--- config.mk ---
export PLATFORM = sky130hd
export DESIGN_NAME = err_flag_encoder
export DESIGN_NICKNAME = d
export VERILOG_FILES = /design/src/rtl/err_flag_encoder.sv
export SDC_FILE = /design/constraint.sdc
export NUM_CORES = 1
export LEC_CHECK = 0
export CORE_ASPECT_RATIO = 0.5
export CORE_MARGIN = 2
export CORE_UTILIZATION = 30
export CTS_CLUSTER_DIAMETER = 30
export DETAILED_ROUTE_END_ITERATION = 8
export PLACE_DENSITY = 0.49
export SYNTH_ARGS = -nofsm -noshare
export SYNTH_HDL_FRONTEND = slang
export SYNTH_SLANG_ARGS = --single-unit
--- constraint.sdc ---
create_clock -name clk -period 1.95 [get_ports clk]
set_clock_uncertainty 0.05 [all_clocks]
set_input_delay 0.2925 -clock clk [delete_from_list [all_inputs] [get_ports clk]]
set_output_delay 0.2925 -clock clk [all_outputs]
set_load 0.01 [all_outputs]
--- src/rtl/err_flag_encoder.sv ---
module err_flag_encoder #(
  parameter int NUM_OUT = 4,
  parameter int OL_DLY  = 16,
  parameter int EF_DLY  = 4
) (
  input  logic               clk,
  input  logic               rst_n,
  input  logic               en_i,
  input  logic [NUM_OUT-1:0] oc_evt_i,
  input  logic [NUM_OUT-1:0] ls_on_i,
  input  logic [NUM_OUT-1:0] ls_under_i,
  input  logic               ov_i,
  input  logic               ot_i,
  output logic               flag_a_n_o,
  output logic               flag_b_n_o
);
  localparam int CW = $clog2(OL_DLY + 1);
  localparam int RW = $clog2(EF_DLY + 1);

  logic               en_q;
  logic               en_chg;
  logic               oc_lat;
  logic [NUM_OUT-1:0] ol_st;
  logic [1:0]         code;
  logic [1:0]         pipe [EF_DLY];

  assign en_chg = en_i != en_q;

  always_ff @(posedge clk or negedge rst_n)
    if (!rst_n) begin
      en_q   <= 1'b0;
      oc_lat <= 1'b0;
    end else begin
      en_q   <= en_i;
      oc_lat <= en_chg ? 1'b0 : (oc_lat | (|oc_evt_i));
    end

  for (genvar i = 0; i < NUM_OUT; i++) begin : g_ol
    logic [CW-1:0] cnt;
    always_ff @(posedge clk or negedge rst_n)
      if (!rst_n) begin
        cnt      <= '0;
        ol_st[i] <= 1'b0;
      end else if (!ls_on_i[i] || (ls_under_i[i] == ol_st[i])) begin
        cnt <= '0;
      end else if (cnt == CW'(OL_DLY - 1)) begin
        cnt      <= '0;
        ol_st[i] <= ~ol_st[i];
      end else begin
        cnt <= cnt + 1'b1;
      end

    a_ol_gate_R7: assert property (@(posedge clk) disable iff (!rst_n)
      !$stable(ol_st[i]) |-> $past(ls_on_i[i]));
  end

  assign code = (ov_i | ot_i) ? 2'b00 :
                oc_lat        ? 2'b10 :
                (|ol_st)      ? 2'b01 : 2'b11;

  for (genvar k = 0; k < EF_DLY; k++) begin : g_pipe
    always_ff @(posedge clk or negedge rst_n)
      if (!rst_n) pipe[k] <= 2'b11;
      else if (k == 0) pipe[k] <= code;
      else pipe[k] <= pipe[(k == 0) ? 0 : k-1];
  end

  assign {flag_a_n_o, flag_b_n_o} = pipe[EF_DLY-1];

  logic [RW-1:0] ovot_run;
  always_ff @(posedge clk or negedge rst_n)
    if (!rst_n) ovot_run <= '0;
    else if (!(ov_i | ot_i)) ovot_run <= '0;
    else if (ovot_run != RW'(EF_DLY)) ovot_run <= ovot_run + 1'b1;

  a_ovot_flag_R8: assert property (@(posedge clk) disable iff (!rst_n)
    (ovot_run == RW'(EF_DLY)) |-> ({flag_a_n_o, flag_b_n_o} == 2'b00));

  a_oc_clear_R4: assert property (@(posedge clk) disable iff (!rst_n)
    $fell(oc_lat) |-> $past(en_i != en_q));

  a_oc_set_R4: assert property (@(posedge clk) disable iff (!rst_n)
    ((|oc_evt_i) && (en_i == en_q)) |=> oc_lat);
endmodule

Word level (Yosys, flattened, before mapping)
Cells that the tools add are included.
{"block": "word_totals", "output_inout_bits": 2, "ff_bits": 34, "input_bits": 17, "latchBits": 0, "mem_bits_ro": 0, "wordCells": 63, "mem_count": 0, "ramBits": 0}
{"block": "classes", "n_reduce_logical": 14, "order_cmp": 0, "n_bitwise": 10, "n_mux": 12, "shifts": 0, "multipliers": 0, "div": 0, "add_sub_neg": 4, "n_eq_ne": 9}
{"op": "2-to-1 mux 5 bit", "count": 8}
{"op": "adder 5 x 1 -> 5 bit, second input constant", "count": 4}
{"op": "equality test 5 x 4 -> 1 bit, second input constant", "count": 4}
{"op": "NOT 1 bit", "count": 8}
{"op": "AND reduction 2 bit", "count": 4}
{"op": "OR reduction 4 bit", "count": 2}
{"op": "2-to-1 mux 2 bit", "count": 3}
{"op": "equality test 1 bit", "count": 4}
{"op": "logical NOT 1 bit", "count": 4}
{"op": "logical OR 1 bit", "count": 4}
{"op": "bitwise OR 1 bit", "count": 2}
{"op": "2-to-1 mux 1 bit", "count": 1}
{"op": "inequality test 1 bit", "count": 1}

Depth between registers and ports, before layout
Gate-level depths: netlist (run 1).
{"block": "logic_depth", "ltp_word": 4, "depth_mapped": 4, "ltp_nobuf": 4}

Worst setup path before layout (run 1)
Ideal clock, no wire load.
{"block": "synth_timing", "path_type": "register -> register", "startpoint": "reg g_ol[2].cnt[0]", "endpoint": "reg ol_st[2]", "path_slack_ns": 0.602, "t_required_ns": 1.775, "synth_period_minus_slack_ns": 1.348, "path_buffers": 0, "setup_time_ns": 0.125, "t_arrival_ns": 1.173, "path_stages_with_launch": 5, "cell_sequence": "dfrtp_1 > ha_1 > nand3_1 > nor3b_1 > mux2_2"}
{"block": "synth_between", "elab_chain_len": 2}
{"item": "start, declared", "line": "39", "rtl": "logic [CW-1:0] cnt;"}
{"item": "start signal, assigned", "line": "50", "rtl": "cnt <= cnt + 1'b1;"}
{"item": "equality test 5 x 4 -> 1 bit", "line": "46", "rtl": "end else if (cnt == CW'(OL_DLY - 1)) begin"}
{"item": "AND reduction 2 bit (no source line)"}
{"item": "end signal, assigned by index", "line": "48", "rtl": "ol_st[i] <= ~ol_st[i];"}
{"item": "end, declared", "line": "23", "rtl": "logic [NUM_OUT-1:0] ol_st;"}
Every way passes these cells.
A chain may end at the register's enable or synchronous reset.

Final worst setup path (run 1)
{"block": "layout_timing", "startpoint": "reg pipe, in the netlist flag_b_n_o", "endpoint": "out flag_b_n_o"}
{"item": "start, declared", "line": "25", "rtl": "logic [1:0] pipe [EF_DLY];"}
{"item": "start signal, assigned by index", "line": "64", "rtl": "else if (k == 0) pipe[k] <= code;"}
{"item": "start signal, assigned by index", "line": "65", "rtl": "else pipe[k] <= pipe[(k == 0) ? 0 : k-1];"}
{"item": "end, declared", "line": "15", "rtl": "output logic flag_b_n_o"}
No word-level cell between the ends.

==> flow_summary.html, run 1 <==
<table>
<tr><th>Metric</th><th>Value</th></tr>
<tr><th colspan="2">Worst setup path</th></tr>
<tr><td>Cell type group with the largest total delay on the critical path</td><td>buffers and inverters</td></tr>
<tr><td>Worst Setup End Kind</td><td>primary output</td></tr>
<tr><td>Worst path max stage delay</td><td>520 ps</td></tr>
<tr><td>Top fanout value on the critical path</td><td>1</td></tr>
<tr><td>Cell type of the slowest stage on the worst timing path</td><td>clkdlybuf4s50_1</td></tr>
<tr><td>Critical path class</td><td>flip-flop to primary output</td></tr>
<tr><td>CP Buf/Inv Count</td><td>1</td></tr>
<tr><td>Worst path arrival time</td><td>1310 ps</td></tr>
<tr><td>Critical Path, Cell by Cell</td><td>clkdlybuf4s50_1</td></tr>
<tr><td>Critical path startpoint category</td><td>flip-flop</td></tr>
<tr><td>Worst EP required</td><td>1610 ps</td></tr>
<tr><th colspan="2">Clocking</th></tr>
<tr><td>Reg clk slew, reported paths</td><td>70 ps</td></tr>
<tr><td>Clock tree from TritonCTS</td><td>yes</td></tr>
<tr><td>Number of buffers inserted for hold repair after clock tree synthesis</td><td>0</td></tr>
<tr><td>Total number of clock tree sinks</td><td>34</td></tr>
<tr><td>CTS-repair resized insts</td><td>0</td></tr>
<tr><td>H-tree levels</td><td>2</td></tr>
<tr><td>Number of buffers inserted to repair setup after CTS</td><td>0</td></tr>
<tr><td>Clk Tree Root Cell</td><td>clkbuf_8</td></tr>
<tr><td>Number of CTS-inserted buffers</td><td>5</td></tr>
<tr><td>Clock latency reported for the late side of the worst-skew pair</td><td>~280 ps</td></tr>
<tr><td>Maximum clock path buffer count</td><td>2</td></tr>
<tr><th colspan="2">Logic synthesis</th></tr>
<tr><td>Syn_area_per_cell</td><td>about 13 sq um</td></tr>
<tr><td>Leading cell types by total area after synthesis</td><td>dfrtp_1, dfstp_2, xor2_1</td></tr>
<tr><td>Number of warnings issued by yosys</td><td>0</td></tr>
<tr><td>Seq cells post-synth</td><td>34</td></tr>
<tr><td>Top cell type by total area after synthesis</td><td>dfrtp_1</td></tr>
<tr><td>Area share of the leading cell type in the synthesized netlist</td><td>0.484</td></tr>
<tr><td>Unique cell type count in the Yosys netlist</td><td>20</td></tr>
<tr><td>Share of the yosys chip area belonging to registers</td><td>0.641</td></tr>
<tr><td>Post-Synthesis Net Count</td><td>roughly 130</td></tr>
<tr><td>Syn Inst Count</td><td>104</td></tr>
<tr><td>Area of the mapped netlist</td><td>1340 sq um</td></tr>
<tr><th colspan="2">Placement</th></tr>
<tr><td>Count of buffers from port buffering</td><td>18</td></tr>
<tr><td>Routability congestion estimate from global placement</td><td>0.728</td></tr>
<tr><td>Post-detailed-placement half-perimeter wirelength</td><td>1420 um</td></tr>
<tr><td>Number of placed instances with taps included</td><td>180</td></tr>
<tr><th colspan="2">Floorplanning</th></tr>
<tr><td>I/O pins</td><td>19</td></tr>
<tr><td>Floorplan core area</td><td>between 4000 and 5000 sq um</td></tr>
<tr><td>DIE AREA</td><td>5060 sq um</td></tr>
<tr><td>Site row count</td><td>17</td></tr>
<tr><td>Initial Util</td><td>0.308</td></tr>
<tr><td>Height of the die</td><td>approximately 50 um</td></tr>
<tr><td>DIE WIDTH</td><td>approximately 100 um</td></tr>
<tr><th colspan="2">Pwr</th></tr>
<tr><td>Sequential power share</td><td>0.552</td></tr>
<tr><td>Internal Dissipation</td><td>1.07 mW</td></tr>
<tr><td>Reported net switching power</td><td>289 uW</td></tr>
<tr><td>Portion of total power attributed to combinational logic</td><td>0.068</td></tr>
<tr><td>Switching share of total power</td><td>0.213</td></tr>
<tr><td>Clock share of power</td><td>0.380</td></tr>
<tr><td>LEAKAGE</td><td>roughly 0.77 nW</td></tr>
<tr><td>Cell area power density</td><td>about 800 nW/um^2</td></tr>
<tr><td>IR Drop Worst-Case VDD</td><td>0.285 mV</td></tr>
<tr><th colspan="2">Detailed routing</th></tr>
<tr><td>Drt pass-1 iters</td><td>4</td></tr>
<tr><td>Overall routed net length</td><td>2000 um</td></tr>
<tr><td>Remaining DRCs</td><td>0</td></tr>
<tr><td>ANT nets after route</td><td>0</td></tr>
<tr><td>First-iteration detailed-routing DRC count</td><td>23</td></tr>
<tr><td>Vias post-DR</td><td>817</td></tr>
<tr><td>Wirelength per Cell</td><td>10.7 um</td></tr>
<tr><td>Via-per-instance ratio</td><td>~4.3</td></tr>
<tr><th colspan="2">Finish</th></tr>
<tr><td>Post-Layout Cell Count</td><td>188</td></tr>
<tr><td>Ant. Diodes</td><td>0</td></tr>
<tr><td>Total number of nets in the final design</td><td>roughly 150</td></tr>
<tr><td>Layout cell share with drive strength beyond 1</td><td>0.183</td></tr>
<tr><td>Relative area change from synthesis to final layout</td><td>26.1%</td></tr>
<tr><th colspan="2">STA</th></tr>
<tr><td>Actual slew at the worst max-slew pin</td><td>approximately 420 ps</td></tr>
<tr><td>Final cycle utilization of the critical path</td><td>0.848</td></tr>
<tr><td>Worst slew margin relative to its limit</td><td>0.722</td></tr>
<tr><td>Final Hold Fails</td><td>0</td></tr>
<tr><td>Final-report setup violation count</td><td>0</td></tr>
<tr><td>Setup repair after global routing missed its margin</td><td>false</td></tr>
<tr><td>Timing-limited maximum frequency</td><td>~600 MHz</td></tr>
<tr><td>Fin. max-slew vios</td><td>0</td></tr>
<tr><td>Shortest clock period the worst path allows after layout</td><td>1650 ps</td></tr>
<tr><td>Final TNS setup</td><td>0 ps</td></tr>
<tr><th colspan="2">Global route</th></tr>
<tr><td>Gr ovfl total</td><td>0</td></tr>
<tr><td>Via count of the first global-routing pass</td><td>approximately 830</td></tr>
<tr><td>Global routing usage summed across all routing layers</td><td>0.0950</td></tr>
<tr><td>Wire length of the first global-routing pass</td><td>approximately 3700 um</td></tr>
<tr><td>Maximum number of pins on one net before global-route repair</td><td>35</td></tr>
<tr><td>Antenna violations before repair</td><td>0</td></tr>
<tr><th colspan="2">Run status</th></tr>
<tr><td>Result of the run</td><td>finished, final reports clean</td></tr>
<tr><th colspan="2">Hold path</th></tr>
<tr><td>Worst hold-check path type</td><td>flip-flop to flip-flop</td></tr>
<tr><th colspan="2">Job</th></tr>
<tr><td>Maximum Capacitance Violations</td><td>0</td></tr>
</table>
-- final cells by class --
cell class	count	area [sq um]
Fill cell	417	2670
Sequential cell	34	861
Multi-Input combinational cell	68	475
Timing Repair Buffer	19	188
Clock buffer	7	86.3
Tap cell	57	71.3
Inverter	2	7.51
Clock inverter	1	5.00
-- layer usage --
| layer | wire (um) | vias to the layer above | part of all wire | track usage |
|---|---|---|---|---|
| met4 | 17 | 0 | 0.0085 | 0.0411 |
| met1 | 1010 | 391 | 0.50 | 0.117 |
| met3 | 88 | 2 | 0.044 | 0.0328 |
| li1 | - | 409 | - | - |
| met2 | 887 | 15 | 0.44 | 0.154 |
| met5 | 0 | - | 0 | 0 |
-- registers in the layout, summed over array words and instances (netlist names) --
| name | count |
|---|---|
| flag_b_n_o | 1 |
| oc_lat | 1 |
| flag_a_n_o | 1 |
| en_q | 1 |
| ol_st | 4 |
| pipe | 6 |
| g_ol.cnt | 20 |
-- cells by family after synthesis --
family | after synthesis | share of synthesized area
AND/OR/NAND/NOR | 44 | 0.178
flip-flops | 34 | 0.641
XOR/XNOR | 13 | 0.0847
multiplexers | 4 | 0.0391
adder cells (fa/ha/maj) | 4 | 0.0372
AO/OA/AOI/OAI | 3 | 0.0149
buffers and inverters | 2 | 0.00559
-- path summary, 6_finish.rpt --
kind	cells past startpoint	end	start	slack [ps]
max	1	flag_b_n_o	flag_b_n_o$_DFF_PN1_	300
min	0	flag_b_n_o$_DFF_PN1_	pipe[2]$_DFF_PN1_	300
max reg2reg	4	ol_st[2]$_DFFE_PN0P_	g_ol[2].cnt[0]$_DFF_PN0_	500
min reg2reg	0	flag_b_n_o$_DFF_PN1_	pipe[2]$_DFF_PN1_	300
max in group asynchronous	2	pipe[2]$_DFF_PN1_	rst_n	1150
min in group asynchronous	2	g_ol[0].cnt[1]$_DFF_PN0_	rst_n	360
-- power groups by stage --
stage	combinational (mW)	sequential, mW	clock, mW
finish	0.0930	0.752	0.517
global route	0.106	0.755	0.575
CTS	0.0960	0.752	0.543
detailed placement	0.0959	0.764	0
global placement	0.0951	0.764	0
floorplan	0.0308	0.762	0
-- cells in the mapped netlist --
cell type and count:
xor2_1 11, dfstp_2 8, o211ai_1 2, inv_1 2
and3_1 4, dfrtp_1 26, a21oi_1 1, nor3_1 7
and4b_4 2, nor4_1 1, nor2_1 12, and4_1 2
xnor2_1 2, nand2_2 2, nand3_1 8, mux2_2 2
mux2_4 2, nand2_1 4, nor3b_1 2, ha_1 4
-- per-stage QoR --
step                total power, mW  hold WS [ps]  setup slack (ps)  utilization  cell area, sq um
CTS                            1.39           305               279        0.389              1690
global placement              0.859           296               428        0.368              1600
global route                   1.44           308               267        0.389              1690
finish                         1.36           299               296        0.389              1690
floorplan                     0.793         -53.1               602            -              1340
detailed placement            0.860           297               388        0.368              1600
-- cell usage in the layout, fill, tap and decap left out, drive strengths merged --
cell type and n:
nor3 7, xnor2 2, nor4 1, xor2 11, and4b 2, clkdlybuf4s50 18, nor2 12, and4 2
o211ai 2, nand2 6, mux2 4, dfstp 8, clkinv 1, buf 1, and3 4, ha 4
dfrtp 26, nand3 8, nor3b 2, inv 2, clkbuf 7, a21oi 1
Note: power is estimated with default switching activity, not from simulation.
==> run 2, diff against run 1 <==
PLACE_DENSITY = 0.51   (was 0.49)
clock period = 1.5 ns   (was 1.95 ns; I/O delays follow)
==> flow_summary.html, run 2 (synthesis results as in run 1) <==
<table>
<tr><th>Metric</th><th>Value</th></tr>
<tr><th colspan="2">Run status</th></tr>
<tr><td>Result of the run</td><td>finished, final reports clean</td></tr>
<tr><th colspan="2">Finish</th></tr>
<tr><td>Top library cells by usage in the layout, fill and taps aside</td><td>dfrtp_1, clkdlybuf4s50_1, nor2_1</td></tr>
<tr><td>Register with the highest flop count</td><td>g_ol.cnt</td></tr>
<tr><td>Biggest regs</td><td>g_ol.cnt (20), pipe (6), ol_st (4)</td></tr>
<tr><td>Ant. Diodes</td><td>0</td></tr>
<tr><td>Fillers</td><td>417</td></tr>
<tr><td>Most common cell after layout, fill and taps aside</td><td>dfrtp_1</td></tr>
<tr><td>Total number of nets in the final design</td><td>155</td></tr>
<tr><td>Relative area change from synthesis to final layout</td><td>32.2%</td></tr>
<tr><td>Layout cell share with drive strength beyond 1</td><td>0.244</td></tr>
<tr><td>Final core occ</td><td>0.407</td></tr>
<tr><td>Post-Layout Cell Count</td><td>192</td></tr>
<tr><td>Final standard cell area without fillers</td><td>1780 sq um</td></tr>
<tr><td>Largest register FFs</td><td>20</td></tr>
<tr><th colspan="2">Placement</th></tr>
<tr><td>Number of placed instances with taps included</td><td>182</td></tr>
<tr><td>Routability congestion estimate from global placement</td><td>0.758</td></tr>
<tr><td>Count of buffers from port buffering</td><td>18</td></tr>
<tr><td>Post-detailed-placement half-perimeter wirelength</td><td>roughly 1400 um</td></tr>
<tr><td>Instance area at placement</td><td>1630 sq um</td></tr>
<tr><th colspan="2">Worst setup path</th></tr>
<tr><td>Worst Setup End Kind</td><td>flip-flop</td></tr>
<tr><td>Worst EP required</td><td>1620 ps</td></tr>
<tr><td>Worst path arrival time</td><td>1530 ps</td></tr>
<tr><td>Top fanout value on the critical path</td><td>3</td></tr>
<tr><td>Worst setup startpoint</td><td>g_ol[3].cnt[0]$_DFF_PN0_</td></tr>
<tr><td>Worst reg2reg path startpoint</td><td>g_ol[3].cnt[0]$_DFF_PN0_</td></tr>
<tr><td>Critical path class</td><td>flip-flop to flip-flop</td></tr>
<tr><td>Critical path startpoint category</td><td>flip-flop</td></tr>
<tr><th colspan="2">Pwr</th></tr>
<tr><td>LEAKAGE</td><td>0.807 nW</td></tr>
<tr><td>Sum of internal, switching and leakage power</td><td>1.95 mW</td></tr>
<tr><td>Internal Dissipation</td><td>1.53 mW</td></tr>
<tr><td>Sequential power share</td><td>0.501</td></tr>
<tr><td>Cell area power density</td><td>1100 nW/um^2</td></tr>
<tr><td>IR Drop Worst-Case VDD</td><td>0.476 mV</td></tr>
<tr><td>Reported net switching power</td><td>approximately 420 uW</td></tr>
<tr><td>Switching share of total power</td><td>0.217</td></tr>
<tr><td>Portion of total power attributed to combinational logic</td><td>0.069</td></tr>
<tr><td>Clock share of power</td><td>0.430</td></tr>
<tr><th colspan="2">STA</th></tr>
<tr><td>Worst slew margin relative to its limit</td><td>0.802</td></tr>
<tr><td>Shortest clock period the worst path allows after layout</td><td>1410 ps</td></tr>
<tr><td>Setup repair after global routing missed its margin</td><td>false</td></tr>
<tr><td>Fin. max-slew vios</td><td>0</td></tr>
<tr><td>Final Hold Fails</td><td>0</td></tr>
<tr><td>Final cycle utilization of the critical path</td><td>0.939</td></tr>
<tr><td>Actual slew at the worst max-slew pin</td><td>296 ps</td></tr>
<tr><td>Final TNS setup</td><td>0 ps</td></tr>
<tr><td>Timing-limited maximum frequency</td><td>about 710 MHz</td></tr>
<tr><td>Final-report setup violation count</td><td>0</td></tr>
<tr><th colspan="2">Detailed routing</th></tr>
<tr><td>Via-per-instance ratio</td><td>~4.4</td></tr>
<tr><td>Drt pass-1 iters</td><td>4</td></tr>
<tr><td>First-iteration detailed-routing DRC count</td><td>14</td></tr>
<tr><td>Overall routed net length</td><td>approximately 2100 um</td></tr>
<tr><td>Vias post-DR</td><td>839</td></tr>
<tr><td>ANT nets after route</td><td>0</td></tr>
<tr><td>Wirelength per Cell</td><td>11.0 um</td></tr>
<tr><td>Remaining DRCs</td><td>0</td></tr>
<tr><th colspan="2">Clocking</th></tr>
<tr><td>Clk Tree Root Cell</td><td>clkbuf_8</td></tr>
<tr><td>Number of CTS-inserted buffers</td><td>5</td></tr>
<tr><td>Clock tree from TritonCTS</td><td>yes</td></tr>
<tr><td>Total number of clock tree sinks</td><td>34</td></tr>
<tr><td>Number of buffers inserted for hold repair after clock tree synthesis</td><td>0</td></tr>
<tr><td>Maximum clock path buffer count</td><td>2</td></tr>
<tr><td>H-tree levels</td><td>2</td></tr>
<tr><td>Reg clk slew, reported paths</td><td>around 70 ps</td></tr>
<tr><td>Clock latency reported for the late side of the worst-skew pair</td><td>between 200 and 300 ps</td></tr>
<tr><th colspan="2">Hold path</th></tr>
<tr><td>Worst hold-check path type</td><td>input pin to async pin</td></tr>
<tr><th colspan="2">Global route</th></tr>
<tr><td>Maximum number of pins on one net before global-route repair</td><td>35</td></tr>
<tr><td>Global routing usage summed across all routing layers</td><td>0.0964</td></tr>
<tr><td>Via count of the first global-routing pass</td><td>850</td></tr>
<tr><td>Antenna violations before repair</td><td>0</td></tr>
<tr><td>Wire length of the first global-routing pass</td><td>between 3000 and 4000 um</td></tr>
<tr><td>Gr ovfl total</td><td>0</td></tr>
<tr><th colspan="2">Floorplanning</th></tr>
<tr><td>Floorplan core area</td><td>4360 sq um</td></tr>
<tr><td>Initial Util</td><td>0.308</td></tr>
<tr><td>Site row count</td><td>17</td></tr>
<tr><td>I/O pins</td><td>19</td></tr>
<tr><td>Height of the die</td><td>around 51 um</td></tr>
<tr><td>DIE AREA</td><td>5060 sq um</td></tr>
<tr><td>DIE WIDTH</td><td>98.7 um</td></tr>
<tr><th colspan="2">Job</th></tr>
<tr><td>Maximum Capacitance Violations</td><td>0</td></tr>
</table>
[run 2: final cells by class]
type | count | area, sq um | area share
inverters | 2 | 7.51 | 0.00423
clock buffers | 5 | 68.8 | 0.0387
repair buffers | 23 | 228 | 0.128
well taps | 57 | 71.3 | 0.0401
multi-input cells | 68 | 495 | 0.279
flip-flops and latches | 34 | 861 | 0.485
clock inverters | 3 | 45.0 | 0.0254
[run 2: stage by stage]
| step | hold slack [ps] | setup slack, ps |
|---|---|---|
| 2_1_floorplan | -121 | 152 |
| 3_3_place_gp | 297 | 80.8 |
| 3_5_place_dp | 297 | 58.7 |
| 6_report | 255 | 90.8 |
| 5_1_grt | 268 | 21.8 |
| 4_1_cts | 264 | 29.4 |
[run 2: worst paths after layout]
check                      depth (start not counted)                        to  slack (ps)
setup / recovery                                   4      ol_st[3]$_DFFE_PN0P_          90
hold / removal                                     2  g_ol[0].cnt[1]$_DFF_PN0_         260
setup reg to reg                                   4      ol_st[3]$_DFFE_PN0P_          90
hold reg to reg                                    0         pipe[5]$_DFF_PN1_         300
max in group asynchronous                          2      flag_b_n_o$_DFF_PN1_         900
min in group clk                                   0         pipe[5]$_DFF_PN1_         300
[run 2: repair_timing]
| action | 4_1_cts | 5_1_grt |
|---|---|---|
| endpoints found under the setup margin | 2 | 2 |
| pin swaps | 0 | 1 |
| gates resized for setup | 2 | 4 |
| cloned | 0 | 0 |
| setup buffers | 0 | 2 |
[run 2: worst max-delay path, stage by stage (launching register included)]
cell and delay (ps):
dfrtp_1 380, ha_1 210, nand3_2 120, nor3b_2 190, mux2_2 350
[run 2: power groups by stage]
stage	Sequential [mW]	Clock, mW	Combinational [mW]
after floorplan	0.990	0	0.0401
after global placement	0.993	0	0.132
after detailed placement	0.994	0	0.132
after CTS	0.977	0.864	0.131
after global routing	0.981	0.919	0.153
final	0.977	0.839	0.135
[run 2: layer usage]
metal / track usage / routed length (um) / vias up
li1: - / - / 419
met1: 0.116 / 1040 / 401
met2: 0.153 / 938 / 14
met3: 0.0424 / 94 / 5
met4: 0.0411 / 33 / 0
met5: 0 / 0 / -
